`config.mk`:
```
export PLATFORM = sky130hd
export DESIGN_NAME = phy_test_writer
export DESIGN_NICKNAME = d
export VERILOG_FILES = /design/src/rtl/phy_test_writer.sv
export SDC_FILE = /design/constraint.sdc
export NUM_CORES = 1
export LEC_CHECK = 0
export ABC_CLOCK_PERIOD_IN_PS = 2960
export BUFFER_PORTS_ARGS = -buffer_cell sky130_fd_sc_hd__buf_2
export CAP_MARGIN = 20
export CORE_ASPECT_RATIO = 0.8
export CORE_MARGIN = 4
export CORE_UTILIZATION = 50
export CTS_BUF_LIST = sky130_fd_sc_hd__clkbuf_8
export CTS_CLUSTER_DIAMETER = 40
export DETAILED_ROUTE_END_ITERATION = 10
export PLACE_DENSITY = 0.79
export SYNTH_ARGS = -nofsm -noshare
export SYNTH_HDL_FRONTEND = slang
export SYNTH_SLANG_ARGS = --single-unit
```
`constraint.sdc`:
```
create_clock -name clk -period 2.96 [get_ports clk]
set_clock_uncertainty 0.15 [all_clocks]
set_input_delay 0.296 -clock clk [delete_from_list [all_inputs] [get_ports clk]]
set_output_delay 0.296 -clock clk [all_outputs]
set_load 0.05 [all_outputs]
```
`src/rtl/phy_test_writer.sv`:
```
module phy_test_writer #(
  parameter int STEP_CYCLES = 2,
  parameter int BUS_W       = 8
) (
  input  logic             clk,
  input  logic             rst_n,
  input  logic             start,
  input  logic [BUS_W-1:0] code,
  input  logic [BUS_W-1:0] data,
  output logic             busy,
  output logic             done,
  output logic             tst_clr,
  output logic             tst_clk,
  output logic             tst_en,
  output logic [BUS_W-1:0] tst_bus
);
  localparam int CW = (STEP_CYCLES > 1) ? $clog2(STEP_CYCLES) : 1;
  localparam logic [CW-1:0] LAST = CW'(STEP_CYCLES - 1);

  typedef enum logic [3:0] {
    ST_IDLE, ST_CLR, ST_REL, ST_RISE, ST_CODE, ST_FALL, ST_DATA, ST_LATCH, ST_END
  } step_t;

  step_t            st;
  logic [CW-1:0]    cnt;
  logic [BUS_W-1:0] code_q, data_q;
  logic             step_over;

  assign step_over = (cnt == LAST);

  always_ff @(posedge clk) begin
    if (!rst_n) begin
      st     <= ST_IDLE;
      cnt    <= '0;
      code_q <= '0;
      data_q <= '0;
      done   <= 1'b0;
    end else begin
      done <= 1'b0;
      if (st == ST_IDLE) begin
        cnt <= '0;
        if (start) begin
          code_q <= code;
          data_q <= data;
          st     <= ST_CLR;
        end
      end else if (step_over) begin
        cnt <= '0;
        if (st == ST_END) begin
          st   <= ST_IDLE;
          done <= 1'b1;
        end else begin
          st <= step_t'(st + 4'd1);
        end
      end else begin
        cnt <= cnt + 1'b1;
      end
    end
  end

  assign busy    = (st != ST_IDLE);
  assign tst_clr = (st == ST_CLR);
  assign tst_clk = (st == ST_RISE) || (st == ST_CODE) || (st == ST_LATCH);
  assign tst_en  = (st == ST_CODE) || (st == ST_FALL);

  always_comb begin
    case (st)
      ST_CODE, ST_FALL:            tst_bus = code_q;
      ST_DATA, ST_LATCH, ST_END:   tst_bus = data_q;
      default:                     tst_bus = '0;
    endcase
  end
endmodule

```
## Word level (Yosys, flattened, before mapping)

Cells that the tools add are included.

| storage, ports and cells | value |
|---|---|
| register bits after elaboration | 22 |
| bits in latches | 0 |
| bits in writable memories | 0 |
| bits in read-only memories | 0 |
| output and inout bits | 13 |
| logic and storage cells | 35 |
| memories | 0 |

| cells by class | value |
|---|---|
| $add $sub $neg | 2 |
| multiply operators | 0 |
| divide/modulo/power cells | 0 |
| order comparisons | 0 |
| equal/unequal tests | 8 |
| shifts and indexed selects | 0 |
| muxes and demuxes | 6 |
| bitwise operators | 2 |
| reductions and logical operators | 12 |

Operators by type and width:

| cell | count |
|---|---|
| $eq A4 B3 Y1 const B | 4 |
| $mux W4 | 4 |
| $pmux W8 S2 | 1 |
| $reduce_or A3 Y1 | 3 |
| $add A4 B1 Y4 const B | 1 |
| $eq A4 B1 Y1 const B | 1 |
| $eq A4 B2 Y1 const B | 1 |
| $eq A4 B4 Y1 const B | 1 |
| $logic_not A4 Y1 | 1 |
| $reduce_and A2 Y1 | 2 |
| $reduce_bool A4 Y1 | 1 |
| $logic_or A1 B1 Y1 | 3 |
| $ne A2 B2 Y1 const B | 1 |
| $not A1 Y1 | 2 |
| $reduce_bool A2 Y1 | 1 |
| $reduce_or A2 Y1 | 1 |
| $add A1 B1 Y1 const B | 1 |
| $mux W1 | 1 |

## Logic depth before layout (Yosys ltp)

| depth | value |
|---|---|
| word-level depth | 4 |
| gate-level depth with buffers | 7 |
| mapped depth without buffers | 5 |

## Worst setup path after synthesis

No wires, ideal clock.

| timing | value |
|---|---|
| path type | reg-to-output |
| start point | register st[0] |
| end point | output tst_bus[0] |
| arrival time | 1.998 ns |
| required time | 2.514 ns |
| slack | 0.516 ns |
| cell stages (with the launch flop) | 6 |
| path buffers | 0 |
| cells stage by stage | dfxtp_1 -> inv_1 -> ha_1 -> nor2_1 -> nor3b_4 -> a22o_1 |

| between the ends | value |
|---|---|
| cells in the longest elaborated chain, start to end | 3 |

Ends and longest elaborated chain:

| what | line | text |
|---|---|---|
| start, declared | 24 | `step_t st;` |
| start signal, assigned | 53 | `st <= step_t'(st + 4'd1);` |
| $eq A4 B4 Y1 or $eq A4 B3 Y1 (tied branches) | 67 | `case (st)` |
| $reduce_or A3 Y1 or $reduce_or A2 Y1 (tied branches) | 67 |  |
| $pmux W8 S2 * | 67 |  |
| end, declared | 15 | `output logic [BUS_W-1:0] tst_bus` |

Mark *: on every way between the ends. The rest lies on a longest branch, timed or not.

## Final worst setup path

| timing | value |
|---|---|
| start point | register st[0] |
| end point | output tst_bus[2] |

Same word-level chain as after synthesis.

==> impl_metrics.csv <==
group,metric,value,unit
status,status,"finished, final reports clean",
global_routing,grt_pass1_wl,4.181,mm
yosys,ys_seq_elements,22,
global_routing,antenna_found_initial,0,
clock_network,cts_root_buffer,"clkbuf_8",
setup_path,cpPeakStageDelay,0.39,ns
detailed_routing,wl_per_cell,13.55,um
setup_path,critPathArrivalTime,2.09,ns
yosys,synthesis.area,0.001129,sq mm
clock_network,numCtsBuffers,3,
global_routing,first_global_vias,941,
detailed_routing,drt-total-wl,2.452,mm
clock_network,clk_path_buf_depth,2,
flow_run,drv_cap,0,
sta,setup_slack,0.4210,ns
detailed_routing,drt_iter0_drc,12,
power_and_ir_drop,vdd_drop_max,0.0004543,V
yosys,yosysWarnings,0,
sta,slew_headroom,56.91,%
setup_path,worstPathRequired,2.51,ns
yosys,seq_area_frac_synth,39.02,%
final_layout,seq_area,440.4,sq um
clock_network,clk_pin_slew,0.08,ns
sta,maxSlewViolCount,0,
setup_path,critPathKind,"register to output port",
floorplanning,die-height,50.50,um
place,post-place-ws,0.7031,ns
final_layout,final_cell_mix,"nand2_1 (36), buf_2 (31), dfxtp_1 (22)",
place,dp_hpwl,1.772,mm
floorplanning,initial_utilization,52.29,%
yosys,synth-simple-area-share,24.39,%
sta,timing.final.crit_share,85.78,%
floorplanning,die_w,61.12,um
clock_network,clkSinkCount,22,
detailed_routing,vias,973,
yosys,avgSynthCellArea,8.817,sq um
clock_network,clkLatencyLatePin,0.26,ns
global_routing,grt_start_max_net_pins,24,
final_layout,layout_commonest_cell,"nand2_1",
setup_path,worst-path-max-fanout,9,
clock_network,cts_tree,"built",
sta,hold_violations,0,
clock_network,post_cts_buffers,0,
final_layout,drive_gt1_share,26.28,%
clock_network,cts_resized,0,
global_routing,grt_use_total,18.04,%
final_layout,n_antenna_cell,0,
floorplanning,pin_count,32,
detailed_routing,ant_nets,0,
yosys,synth_mux_area_share,1.774,%
setup_path,start_kind,"register",
setup_path,cp-end-kind,"output port",
final_layout,fillCellCount,199,
detailed_routing,dr.pass1.iters,4,
sta,min_period,2.539,ns
floorplanning,design.core.area,0.002158,sq mm
detailed_routing,drcViolationCount,0,
yosys,synthCells,128,
sta,setup_tns,0,ns
final_layout,area_growth,18.29,%
yosys,synthAdderAreaFrac,5.543,%
floorplanning,dieArea,0.003086,sq mm
power_and_ir_drop,p_leak,0.5930,nW
sta,fmax,393.9,MHz
detailed_routing,viasPerCell,5.376,
power_and_ir_drop,power_density,652.1,mW/mm^2
sta,grt_setup_unrepaired,"no",
floorplanning,rows,15,
global_routing,overflow,0,
yosys,synth_compound_area_share,24.83,%
yosys,synth-xor-area-share,0,%
yosys,syn_nets,152,
final_layout,layout.nets,181,
yosys,synth.distinct_cells,30,
setup_path,crit_path_top_delay_cell,"nor3b_4",
sta,worst_slew_pin_slew,0.6463,ns
final_layout,multi_input_area,638.1,sq um
place,numPortBuffers,31,
worst_hold_path,min_path_type,"primary input to register",
setup_path,crit_chain,"inv_1 > ha_1 > nor2_1 > nor3b_4 > a22o_1 > buf_2",
sta,setup-violations-final,0,
yosys,synth_top_family_by_area,"compound AO/OA/AOI/OAI gates",
place,routabilityCongestion,0.8368,
clock_network,htreeDepth,1,
clock_network,holdBufCountCts,0,
## path summary, 6_finish.rpt
| path | to | slack [ns] | from | depth (start not counted) |
|---|---|---|---|---|
| worst min-delay path | code_q[6] | 0.11 | code[6] | 3 |
| worst max-delay path | tst_bus[2] | 0.42 | st[0] | 6 |
| worst max register to register | st[0] | 0.91 | st[0] | 6 |
| worst min register to register | code_q[4] | 0.31 | code_q[4] | 2 |
## registers in the layout (all words and copies together) (netlist names)
register  cells
done          1
code_q        8
st            4
cnt           1
data_q        8
## through the flow
step                      hold WS, ns  total power [W]  std cells  utilization (%)  area [sq um]
after floorplan                0.2808        0.0005957        128                -          1129
after global placement         0.2915        0.0006456        177            59.30          1280
after detailed placement       0.2997        0.0006615        177            59.30          1280
after CTS                      0.1100        0.0008739        181            61.86          1335
after global routing           0.1137        0.0009241        181            61.86          1335
final                          0.1106        0.0008706        181            61.86          1335
## per-layer routing
metal	wire length, um	vias to the layer above	GRT usage, %
met5	0	-	0
met4	13	0	3.249
met3	112	2	5.656
met2	1163	19	28.70
met1	1162	449	23.94
li1	-	503	-
## cells in the mapped netlist
cell type,count,area share (%)
o21ai_0,4,1.8
nand3b_1,2,1.3
buf_2,4,1.8
and3b_2,1,0.89
a21boi_1,10,6.7
o211a_1,1,0.89
o31a_1,1,0.78
nor2b_1,3,1.7
a21boi_0,8,5.3
buf_4,2,1.3
dfxtp_1,22,39
ha_1,5,5.5
a21oi_2,1,0.78
nand4bb_1,1,1.0
nor2_1,2,0.67
a32oi_1,1,0.78
mux2i_1,2,1.8
nor3b_1,1,0.67
o21ai_2,1,0.78
or3b_4,1,1.0
inv_1,2,0.67
a22o_1,8,6.2
a21oi_1,2,0.89
clkbuf_1,2,0.67
and4_1,1,0.78
and4b_1,1,0.89
and4bb_1,1,1.1
nand2_1,36,12
or3b_1,1,0.78
nor3b_4,1,1.7
## area by class of cell
cell class	count	area share, %
Clock buffer	4	4.124
Inverter	2	0.5623
Multi-Input combinational cell	96	47.80
Sequential cell	22	32.99
Tap cell	25	2.343
Timing Repair Buffer	32	12.18
## where the power goes
part | total [W] | leakage [nW] | internal (W) | switching (W)
logic | 0.000281 | 0.384 | 0.000101 | 0.000180
registers | 0.000374 | 0.180 | 0.000337 | 0.0000373
clock network | 0.000216 | 0.0288 | 0.000119 | 0.0000972
total | 0.000871 | 0.593 | 0.000556 | 0.000314
## critical path: cells and delay by family, from the launching register on
kind                     cells  cell delay, ns
buffers and inverters        2            0.42
adder cells (fa/ha/maj)      1            0.32
flip-flops                   1            0.37
AO/OA/AOI/OAI                1            0.22
AND/OR/NAND/NOR              2            0.51
## kinds of logic (layout without fill, tap and decap cells)
kind of cell,Yosys count,count (layout)
and+or+nand+nor,52,52
DFF,22,22
adders and majority gates,5,5
muxes,2,2
AOI/OAI and AO/OA,37,37
buffers and inverters,10,38
Power figures use the tool's default switching activity.
